### src/rtl/ppx_pkg.sv
package ppx_pkg;
    typedef enum logic {
        SVC_ARMED  = 1'b0,
        SVC_MASKED = 1'b1
    } svc_state_e;

    localparam int MODE_HI  = 7;
    localparam int MODE_LO  = 5;
    localparam int FDIS_BIT = 4;
    localparam int DMA_BIT  = 3;
    localparam int SVC_BIT  = 2;
endpackage

### src/rtl/ppx_fault_edge.sv
module ppx_fault_edge (
    input  logic clk,
    input  logic rst_n,
    input  logic fault_n,
    input  logic irq_dis,
    input  logic is_ecp,
    input  logic clr_evt,
    output logic fault_irq
);
    logic s1_q, s2_q, prev_q, irq_q;
    logic fell;

    always_ff @(posedge clk or negedge rst_n) begin
        if (!rst_n) begin
            s1_q   <= 1'b1;
            s2_q   <= 1'b1;
            prev_q <= 1'b1;
        end else begin
            s1_q   <= fault_n;
            s2_q   <= s1_q;
            prev_q <= s2_q;
        end
    end

    assign fell = prev_q & ~s2_q;

    always_ff @(posedge clk or negedge rst_n) begin
        if (!rst_n) irq_q <= 1'b0;
        else        irq_q <= (fell & ~irq_dis & is_ecp) | (clr_evt & ~s2_q);
    end

    assign fault_irq = irq_q;


    fault_pulse_once_chk: assert property (@(posedge clk) disable iff (!rst_n)
        fault_irq |=> !fault_irq);


    fault_mode_gate_chk: assert property (@(posedge clk) disable iff (!rst_n)
        $rose(fault_irq) |-> $past(is_ecp || clr_evt));
endmodule

### src/rtl/ppx_svc_fsm.sv
module ppx_svc_fsm
    import ppx_pkg::*;
(
    input  logic clk,
    input  logic rst_n,
    input  logic wr,
    input  logic wr_flag,
    input  logic cond,
    output logic flag,
    output logic svc_irq
);
    svc_state_e state_q, state_d;
    logic irq_q;

    always_comb begin
        state_d = state_q;
        if (wr) begin
            state_d = wr_flag ? SVC_MASKED : SVC_ARMED;
        end else begin
            unique case (state_q)
                SVC_ARMED:  if (cond) state_d = SVC_MASKED;
                SVC_MASKED: state_d = SVC_MASKED;
                default:    state_d = SVC_MASKED;
            endcase
        end
    end

    always_ff @(posedge clk or negedge rst_n) begin
        if (!rst_n) state_q <= SVC_MASKED;
        else        state_q <= state_d;
    end

    always_ff @(posedge clk or negedge rst_n) begin
        if (!rst_n) irq_q <= 1'b0;
        else        irq_q <= !wr && (state_q == SVC_ARMED) && cond;
    end

    assign flag    = (state_q == SVC_MASKED);
    assign svc_irq = irq_q;


    svc_pulse_once_chk: assert property (@(posedge clk) disable iff (!rst_n)
        svc_irq |=> !svc_irq);


    svc_sets_flag_chk: assert property (@(posedge clk) disable iff (!rst_n)
        (svc_irq && !$past(wr)) |-> flag);


    svc_masked_quiet_chk: assert property (@(posedge clk) disable iff (!rst_n)
        (state_q == SVC_MASKED) |=> !svc_irq);
endmodule

### src/rtl/ppx_ctl_reg.sv
module ppx_ctl_reg
    import ppx_pkg::*;
#(
    parameter int       DEPTH    = 16,
    parameter logic [2:0] ECP_MODE = 3'b011,
    parameter int       CNT_W    = $clog2(DEPTH + 1)
) (
    input  logic             clk,
    input  logic             rst_n,
    input  logic             reg_wr,
    input  logic [7:0]       reg_wdata,
    output logic [7:0]       reg_rdata,
    input  logic [CNT_W-1:0] fifo_level,
    input  logic             dir_in,
    input  logic [CNT_W-1:0] wr_thresh,
    input  logic [CNT_W-1:0] rd_thresh,
    input  logic             tc_pulse,
    input  logic             fault_n,
    output logic [2:0]       mode_sel,
    output logic             dma_en,
    output logic             dma_req_gate,
    output logic             svc_irq,
    output logic             fault_irq,
    output logic             fifo_full,
    output logic             fifo_empty
);
    localparam logic [CNT_W-1:0] DEPTH_C = CNT_W'(DEPTH);

    logic [2:0]       mode_q;
    logic             fdis_q, dma_q;
    logic             svc_flag, svc_cond, clr_evt;
    logic [CNT_W-1:0] free_cnt;

    always_ff @(posedge clk or negedge rst_n) begin
        if (!rst_n) begin
            mode_q <= 3'b000;
            fdis_q <= 1'b0;
            dma_q  <= 1'b0;
        end else if (reg_wr) begin
            mode_q <= reg_wdata[MODE_HI:MODE_LO];
            fdis_q <= reg_wdata[FDIS_BIT];
            dma_q  <= reg_wdata[DMA_BIT];
        end
    end

    assign free_cnt   = DEPTH_C - fifo_level;
    assign fifo_full  = (fifo_level >= DEPTH_C);
    assign fifo_empty = (fifo_level == '0);

    always_comb begin
        if (dma_q)       svc_cond = tc_pulse;
        else if (dir_in) svc_cond = (fifo_level >= rd_thresh);
        else             svc_cond = (free_cnt >= wr_thresh);
    end

    assign clr_evt = reg_wr && fdis_q && !reg_wdata[FDIS_BIT]
                     && (reg_wdata[MODE_HI:MODE_LO] == ECP_MODE);

    ppx_svc_fsm u_svc (
        .clk     (clk),
        .rst_n   (rst_n),
        .wr      (reg_wr),
        .wr_flag (reg_wdata[SVC_BIT]),
        .cond    (svc_cond),
        .flag    (svc_flag),
        .svc_irq (svc_irq)
    );

    ppx_fault_edge u_fault (
        .clk       (clk),
        .rst_n     (rst_n),
        .fault_n   (fault_n),
        .irq_dis   (fdis_q),
        .is_ecp    (mode_q == ECP_MODE),
        .clr_evt   (clr_evt),
        .fault_irq (fault_irq)
    );

    assign mode_sel     = mode_q;
    assign dma_en       = dma_q;
    assign dma_req_gate = dma_q & ~svc_flag;
    assign reg_rdata    = {mode_q, fdis_q, dma_q, svc_flag, fifo_full, fifo_empty};


    full_empty_excl_chk: assert property (@(posedge clk) disable iff (!rst_n)
        !(fifo_full && fifo_empty));


    gate_off_after_svc_chk: assert property (@(posedge clk) disable iff (!rst_n)
        (svc_irq && !$past(reg_wr)) |-> !dma_req_gate);
endmodule

### config.mk
export PLATFORM = sky130hd
export DESIGN_NAME = ppx_ctl_reg
export DESIGN_NICKNAME = d
export VERILOG_FILES = /design/src/rtl/ppx_pkg.sv /design/src/rtl/ppx_fault_edge.sv /design/src/rtl/ppx_svc_fsm.sv /design/src/rtl/ppx_ctl_reg.sv
export SDC_FILE = /design/constraint.sdc
export NUM_CORES = 1
export LEC_CHECK = 0
export ABC_AREA = 1
export BUFFER_PORTS_ARGS = -buffer_cell sky130_fd_sc_hd__buf_4
export CAP_MARGIN = 20
export CORE_UTILIZATION = 49
export CTS_BUF_LIST = sky130_fd_sc_hd__clkbuf_4
export DETAILED_ROUTE_END_ITERATION = 12
export HOLD_SLACK_MARGIN = 0.1
export PLACE_DENSITY = 0.95
export SETUP_SLACK_MARGIN = 0.1
export SLEW_MARGIN = 15
export SYNTH_ARGS = -nofsm -noshare
export SYNTH_HDL_FRONTEND = slang
export SYNTH_SLANG_ARGS = --single-unit
### constraint.sdc
create_clock -name clk -period 2.65 [get_ports clk]
set_input_delay 0.53 -clock clk [delete_from_list [all_inputs] [get_ports clk]]
set_output_delay 0.53 -clock clk [all_outputs]
set_load 0.02 [all_outputs]
==> results, run 1 <==
- The weighted congestion at the end of routability-driven global placement is 0.831.
- Yosys mapped a number of flops with a built-in enable equal to 0.
- Clock-pin slew was measured on the worst setup and hold paths at around 60 ps.
- The final worst hold slack is 355 ps.
- The minimum clock period after layout is about 2200 ps.
- STA classifies the critical path endpoint as a primary output.
- The instance area at placement is ~0.0011 mm².
- Measured against its own limit, the worst slew margin works out to 87.0%.
- At the worst endpoint, the required time is 2120 ps.
- The startpoint class of the critical path is a primary input.
- Setup repair after global routing left no endpoint under its margin.
- The detailed placement HPWL is 1530 µm.
- The vertical die dimension is 44.0 µm.
- Prior to clock tree synthesis, the placed netlist has a worst setup slack of 353 ps.
- Once the floorplan was initialized, standard cells occupied roughly 55% of the core.
- Across the routed clock network, the largest skew measured is 0.938 ps.
- The total wirelength of the detailed-routed design is 1870 µm.
- Yosys mapped the design onto 20 distinct sky130hd cell types.
- The global-route wire length before repair is 3180 µm.
- TritonCTS built the clock tree.
- Of the synthesized area, sequential elements account for between 30% and 40%.
- The floorplan step defined a die boundary enclosing 0.00194 mm².
- The leading area contributor after synthesis is sky130_fd_sc_hd__dfrtp_1.
- The count of buffering cells on the critical path with inverters included is 3.
- The cell count after synthesis came out at 111.
- Counting flops and latches in the post-synthesis netlist gives 11.
- The checks that failed: design-rule violations.
- The final non-filler cell area is 0.00119 mm².
- The detailed-route vias per instance is 4.80.
- The class of the worst hold path is flop to flop.
- The maximum ir drop on the vdd rail is 382 µV.
- The count of inserted antenna diode cells is 0.
- The run finished, with violations left.
- The cell type group with the largest total delay on the critical path is buffers and inverters.
- The routed layout has approximately 800 vias.
- The post-layout net count is 194.
- The worst endpoint data arrival time is 1650 ps.
- For this run, the number of Yosys warnings is 0.
- For the pin with the worst max-slew slack, the measured transition is 193 ps.
- The clock sink count is 11.
- Cell internal power was estimated by the tool at 332 µW.
- The post-synthesis cell area is slightly below 900 µm².
- The number of cells on the worst reg-to-reg path is 2.
- The largest driver fanout on the critical path is 4.
- Buffers inserted during clock tree synthesis total 3.
- The part of the power in registers is between 30 and 40%.
- The leakage power is 0.724 nW.
- When the netlist entered floorplanning its net count stood at 153.
- Entering global routing, the biggest net connects 12 pins.
- The count of nets left with antenna violations once routing finished came out at 0.
- The part of the cycle the worst path needs is between 80 and 90%.
- The number of global-route vias before repair is 807.
- The number of pins exceeding their max-slew limit in the final report is 0.
- The critical path runs through a total of 8 cells.
- The net switching power of the design is about 150 µW.
- The clock network fraction of design power is 25.3%.
- For this block, the initial DRC count from the detailed router was 18.
- The delay of the slowest cell on the worst path is 220 ps.
- The share of post-route cells with drive strength above 1 is a little under two fifths.
- The initial antenna violation count came to 0.
- The tool flagged a number of max-cap violations equal to 0.
- The maximum clock insertion buffer count is 2.
- The switching power as a share of total power is 31.4%.
- The critical path class is primary input to primary output.
- After detailed routing, the average wire length per cell comes to 11.2 µm.
- Static timing analysis puts the maximum clock frequency at 458 MHz.
- Gates resized during post-CTS repair numbered 0.
- The number of H-tree levels is 1.
- The detailed-routing iteration count for the pre-antenna-repair pass is 8.
- Leaving out filler cells and counting taps, the final layout contains 167.
- Among all cell types in the netlist, the one instantiated most often is sky130_fd_sc_hd__nand2_1.
- The number of top-level pins is 46.
- By area the synthesized netlist is led by sky130_fd_sc_hd__dfrtp_1, sky130_fd_sc_hd__ha_1, sky130_fd_sc_hd__nand2_1, sky130_fd_sc_hd__dfstp_2, sky130_fd_sc_hd__inv_1.
- The DRC violation count after routing is 2.
- The root buffer cell is sky130_fd_sc_hd__clkbuf_4.
- The overall global routing resource usage is about 22%.
- The ratio of total power to cell area is between 400 and 500 mW/mm².
- The synthesized area per cell is 7.80 µm².
- In the synthesized netlist the dominant register cell turns out to be sky130_fd_sc_hd__dfrtp_1.
- Compared with the post-synthesis result, the final layout area differs by 37.3%.
- The critical path's slowest cell is sky130_fd_sc_hd__ha_1.
- The worst hold path was traced through 0 stages.
- Once placement completed, the tool counted placed cells totaling 162.
- Summed over all layers, the global routing overflow is 0.
- The final critical-path setup slack is 468 ps.
- After synthesis, the most frequently instantiated cells are sky130_fd_sc_hd__nand2_1, sky130_fd_sc_hd__inv_1, sky130_fd_sc_hd__ha_1, sky130_fd_sc_hd__buf_4, sky130_fd_sc_hd__dfrtp_1.
- Traced cell by cell, the critical path runs through buf_4, inv_1, ha_1, nand2_1, nor2_1, ha_1, o21bai_1, buf_4.
- Setup violations remaining at the end of the flow were counted as 0.
- The part of the total power dissipated in combinational logic is a little over a third.
- The horizontal extent of the die is 44.0 µm.
- The share of Yosys cell area claimed by the top area cell type is 20.2%.
- The site row count is 14.
- At the later pin of the worst-skew pair, clock insertion delay measures 270 ps.
- The share of flip-flops with an asynchronous set or reset after synthesis is 100%.
- The core region is around 0.0016 mm².
- During placement, the flow inserted port buffers numbering 43.
- Adding up every negative setup slack in the final design gives 0 ps.
- The final number of hold-violating endpoints is 0.
==> placed cells by master, fill, tap and decap left out <==
cell / Yosys / routed
sky130_fd_sc_hd__a21boi_1: 1 / 1
sky130_fd_sc_hd__xnor2_1: 2 / 2
sky130_fd_sc_hd__inv_1: 24 / 24
sky130_fd_sc_hd__o21bai_1: 1 / 1
sky130_fd_sc_hd__o21ai_0: 2 / 2
sky130_fd_sc_hd__dfstp_2: 4 / 4
sky130_fd_sc_hd__or2_0: 1 / 1
sky130_fd_sc_hd__dfrtp_1: 7 / 7
sky130_fd_sc_hd__buf_4: 8 / 43
sky130_fd_sc_hd__nor2_4: 2 / 2
sky130_fd_sc_hd__and3b_1: 1 / 1
sky130_fd_sc_hd__nand2_1: 29 / 29
sky130_fd_sc_hd__nor2_1: 5 / 5
sky130_fd_sc_hd__a21oi_2: 1 / 1
sky130_fd_sc_hd__a21oi_1: 3 / 3
sky130_fd_sc_hd__dlygate4sd3_1: 0 / 1
sky130_fd_sc_hd__ha_1: 13 / 13
sky130_fd_sc_hd__nor3_2: 1 / 1
sky130_fd_sc_hd__clkbuf_4: 0 / 4
sky130_fd_sc_hd__nand3_1: 3 / 3
sky130_fd_sc_hd__a41oi_1: 1 / 1
sky130_fd_sc_hd__inv_2: 2 / 2
==> flip-flops by register name (all words and copies together) (netlist names) <==
signal and cells:
fdis_q 1, u_svc.flag 1, u_fault.s1_q 1, mode_sel 3, u_fault.s2_q 1, dma_en 1
u_fault.fault_irq 1, u_fault.prev_q 1, u_svc.svc_irq 1
==> path summary, 6_finish.rpt <==
check,from,end,slack [ps]
max in group asynchronous,rst_n,u_fault.s1_q$_DFF_PN1_,1780
hold / removal,u_fault.s1_q$_DFF_PN1_,u_fault.s2_q$_DFF_PN1_,360
hold reg to reg,u_fault.s1_q$_DFF_PN1_,u_fault.s2_q$_DFF_PN1_,360
min in group asynchronous,rst_n,u_fault.fault_irq$_DFF_PN0_,650
setup reg to reg,mode_sel[0]$_DFFE_PN0P_,u_fault.fault_irq$_DFF_PN0_,1810
setup / recovery,fifo_level[0],fifo_full,470
==> cells by family (layout without fill, tap and decap cells) <==
family,after synthesis,in the layout,share of synthesized area (%)
buffers and inverters,34,74,18.2
AND/OR/NAND/NOR,42,42,22.0
AO/OA/AOI/OAI,9,9,6.65
flip-flops,11,11,32.4
adder cells (fa/ha/maj),13,13,18.8
XOR/XNOR,2,2,2.02
==> repair_timing <==
| action | CTS | global route |
|---|---|---|
| hold buffers | 1 | 0 |
| hold endpoints to repair | 7 | 0 |
| buffers inserted | 0 | 0 |
| setup endpoints to repair | 0 | 0 |
==> area by class of cell <==
| type | instances | area [µm²] |
|---|---|---|
| Timing Repair Buffer | 44 | 333 |
| Clock buffer | 4 | 30.0 |
| Fill cell | 112 | 388 |
| Multi-Input combinational cell | 66 | 428 |
| Inverter | 26 | 97.6 |
| Sequential cell | 11 | 280 |
| Tap cell | 16 | 20.0 |
==> layer usage <==
metal,wire length (µm),track usage (%),vias to the layer above,share of wire [%]
met4,25,7.88,0,1.3
met3,94,8.98,4,5.0
met1,774,23.0,359,41
met5,0,0,-,0
met2,976,40.9,26,52
li1,-,-,413,-
==> power groups by stage <==
stage               clock network [mW]  registers, mW  logic, mW
CTS                              0.126          0.192      0.170
detailed placement                   0          0.195      0.168
global placement                     0          0.194      0.161
finish                           0.122          0.192      0.169
floorplan                            0          0.203     0.0919
global route                     0.138          0.193      0.189
==> stage by stage <==
step / power, mW / util (%)
final: 0.484 / 75.4
after global routing: 0.521 / 75.4
after CTS: 0.488 / 75.4
after detailed placement: 0.363 / 72.9
after global placement: 0.355 / 72.9
after floorplan: 0.294 / -
Power figures use the tool's default switching activity.
==> inputs of run 2 (changes only) <==
--- a/config.mk
+++ b/config.mk
@@ -8,11 +8,11 @@
 export ABC_AREA = 1
 export BUFFER_PORTS_ARGS = -buffer_cell sky130_fd_sc_hd__buf_4
 export CAP_MARGIN = 20
-export CORE_UTILIZATION = 49
+export CORE_UTILIZATION = 46
 export CTS_BUF_LIST = sky130_fd_sc_hd__clkbuf_4
 export DETAILED_ROUTE_END_ITERATION = 12
 export HOLD_SLACK_MARGIN = 0.1
-export PLACE_DENSITY = 0.95
+export PLACE_DENSITY = 0.93
 export SETUP_SLACK_MARGIN = 0.1
 export SLEW_MARGIN = 15
 export SYNTH_ARGS = -nofsm -noshare
==> constraint.sdc (replaced) <==
create_clock -name clk -period 2.1 [get_ports clk]
set_input_delay 0.42 -clock clk [delete_from_list [all_inputs] [get_ports clk]]
set_output_delay 0.42 -clock clk [all_outputs]
set_load 0.02 [all_outputs]
==> run 2 against run 1 <==
The flow now finishes without violations. Worst hold slack lost 98 ps. Total power grew 26%. Largest power group unchanged. Critical endpoint unchanged. Routed wire length shrank 9.4%. Sequential share of layout area shrank 0.41 points. Utilization shrank 6.1 points.
==> results, run 2 (synthesis gave the netlist of run 1 again) <==
- The routed wire length per instance is 9.58 µm (-14%).
- The worst hold path terminates at u_fault.s1_q$_DFF_PN1_.
- The global-route wire length before repair is 2790 µm (-12%).
- The DRC violation count after routing is 0 (-2).
- The largest driver fanout on the critical path is 2 (-2).
- The total number of vias is 788 (-1.7%).
- The leading cell type in the layout, fill and taps excluded is sky130_fd_sc_hd__buf_4.
- The root buffer cell is sky130_fd_sc_hd__clkbuf_4.
- The delay of the slowest cell on the worst path is 180 ps (-40 ps).
- The count of max-cap constraint violations is 0 (unchanged).
- The maximum ir drop on the vdd rail is 665 µV (+74%).
- The floorplan die area is 0.00206 mm² (+6.2%).
- The worst relative slew slack came to 85.6% (-1.3 points).
- The clock transition at the registers of the reported paths is 60 ps (about the same).
- The top cell types in the final layout, fill and taps aside, are sky130_fd_sc_hd__buf_4, sky130_fd_sc_hd__nand2_1, sky130_fd_sc_hd__inv_1.
- The post-placement cell count was 172 (+6.2%).
- The number of top-level pins was 46 (unchanged).
- The final critical-path setup slack is 279 ps (-189 ps).
- The measured slew at the worst slew-check pin was 213 ps (+19.9 ps).
- The overall global routing resource usage was 19.1% (-3.3 points).
- The worst endpoint data arrival time is 1400 ps (-250 ps).
- The final worst hold slack was 257 ps (-97.7 ps).
- The post-CTS setup-driven buffer insertion count is 0 (unchanged).
- The leakage power is 0.729 nW (+0.63%).
- The number of setup violations in the final report is 0 (unchanged).
- The worst clock skew is 3.13 ps (+2.20 ps).
- The minimum clock period after layout is ~1800 ps.
- The count of cells along the worst register-to-register path is 5 (+3).
- The pin count of the biggest net entering global routing is 12 (unchanged).
- The horizontal extent of the die is 45.4 µm (+3.1%).
- The post-layout net count came to 195 (+0.52%).
- The total wirelength of the detailed-routed design is 1700 µm (-9.4%).
- The weighted congestion at the end of routability-driven global placement is 0.843 (+1.5%).
- The endpoint class of the critical path is a primary output.
- The vertical die dimension came to 45.4 µm (+3.1%).
- The worst-case register-to-register setup slack came to 1210 ps (-600 ps).
- The min-delay analysis places its worst path in the category primary input to flop.
- The worst path uses 86.7% of the clock period.
- The placement-stage worst setup slack is -30.3 ps (-383 ps).
- The violation count after the first detailed-routing iteration is 13 (-5).
- In this run the critical register-to-register path is launched from dma_en$_DFFE_PN0P_.
- The instance count along the most critical hold path came to 1 (+1).
- The signal on the critical path passes through buf_4, inv_1, ha_1, nand2_1, nor2_2, ha_1, o21bai_1, buf_4.
- The leftover overflow at the end of global routing came to 0 (unchanged).
- The ratio of total power to cell area is 505 mW/mm² (+24%).
- The starting density of the core is 49.6% (-5.3 points).
- The required time of the critical path is 1680 ps (-440 ps).
- The flow ran to the end, and the final reports show no timing, DRC or antenna violations.
- The count of inserted antenna diode cells is 0 (unchanged).
- The critical path's slowest cell is sky130_fd_sc_hd__ha_1.
- The detailed-routing iteration count for the pre-antenna-repair pass was 4 (-4).
- The maximum clock insertion buffer count came to 2 (unchanged).
- The total core area is 0.00175 mm² (+11%).
- The count of antenna-violating nets left after detailed routing is 0 (unchanged).
- The final non-filler cell total is 177 (+6.0%).
- The detailed placement HPWL was 1450 µm (-5.5%).
- STA classifies the critical path startpoint as a primary input.
- In this run the most critical hold path is launched from fault_n.
- The number of flip-flops under the largest register name is 3 (unchanged).
- In this run the critical register-to-register path is captured at u_svc.flag$_DFF_PN1_.
- The initial antenna violation count is 0 (unchanged).
- The area growth from synthesis to layout is 39.7%.
- The site row count was 15 (+1).
- The final number of hold-violating endpoints is 0 (unchanged).
- The top achievable clock speed is 549 MHz.
- Setup repair after global routing left no endpoint under its margin.
- The clock latency at the later pin of the worst-skew pair came to 270 ps (about the same).
- The utilization after layout is 69.3% (-6.1 points).
- The number of H-tree levels is 1 (unchanged).
- The critical path class is primary input to primary output.
- TritonCTS built the clock tree.
- The clock sink count is 11 (unchanged).
- The clock buffer count from CTS came to 3 (unchanged).
- The number of I/O port buffers is 43 (unchanged).
- The number of pins exceeding their max-slew limit in the final report is 0 (unchanged).
- The share of post-route cells with drive strength above 1 came to 38.8% (+1.1 points).
- The startpoint of the worst setup timing path is fifo_level[0].
- The number of global-route vias before repair is 708 (-12%).
- The detailed-route vias per instance came to 4.45 (-7.3%).
[run 2: worst max-delay path: cells and delay by family]
| kind | cells | cell delay [ps] |
|---|---|---|
| simple gates | 2 | 180 |
| compound gates | 1 | 120 |
| buf+inv | 3 | 350 |
| fa+ha+maj | 2 | 330 |
[run 2: area by class of cell]
type | count | area [µm²]
clock buffer | 4 | 30.0
fill | 138 | 536
inverter | 26 | 97.6
multi-input combinational | 66 | 430
sequential | 11 | 280
tap | 25 | 31.3
timing repair buffer | 45 | 340
[run 2: layer usage]
layer | GRT usage [%] | vias to the layer above | routed length (µm)
met1 | 24.5 | 347 | 741
met2 | 30.9 | 24 | 859
met4 | 3.64 | 0 | 14
met5 | 0 | - | 0
met3 | 7.14 | 2 | 81
li1 | - | 415 | -
[run 2: how the worst max path moves through the flow]
stage | endpoint | slack [ps] | cells past startpoint
floorplan | reg_rdata[1] | 220 | 7
global placement | u_svc.flag$_DFF_PN1_ | 70 | 16
detailed placement | u_svc.flag$_DFF_PN1_ | -30 | 16
CTS | fifo_full | 220 | 8
global route | u_svc.flag$_DFF_PN1_ | 140 | 16
finish | fifo_full | 280 | 8
[run 2: what timing repair did]
item	in CTS	in global routing
hold buffers	1	0
resized for setup	0	1
hold endpoints to repair	7	0
endpoints found under the setup margin	0	1
[run 2: power breakdown]
part	total (mW)	leakage [nW]	internal, mW	switching, mW
Clock	0.153	0.0184	0.0865	0.0667
Combinational	0.214	0.582	0.103	0.112
Sequential	0.243	0.129	0.231	0.0119
Total	0.611	0.729	0.420	0.190
[run 2: through the flow]
step	cell area, µm²	TNS, ps	power (mW)
finish	1210	0	0.611
global placement	1170	0	0.449
global route	1210	0	0.654
floorplan	866	0	0.372
detailed placement	1170	-30.3	0.459
CTS	1210	0	0.613
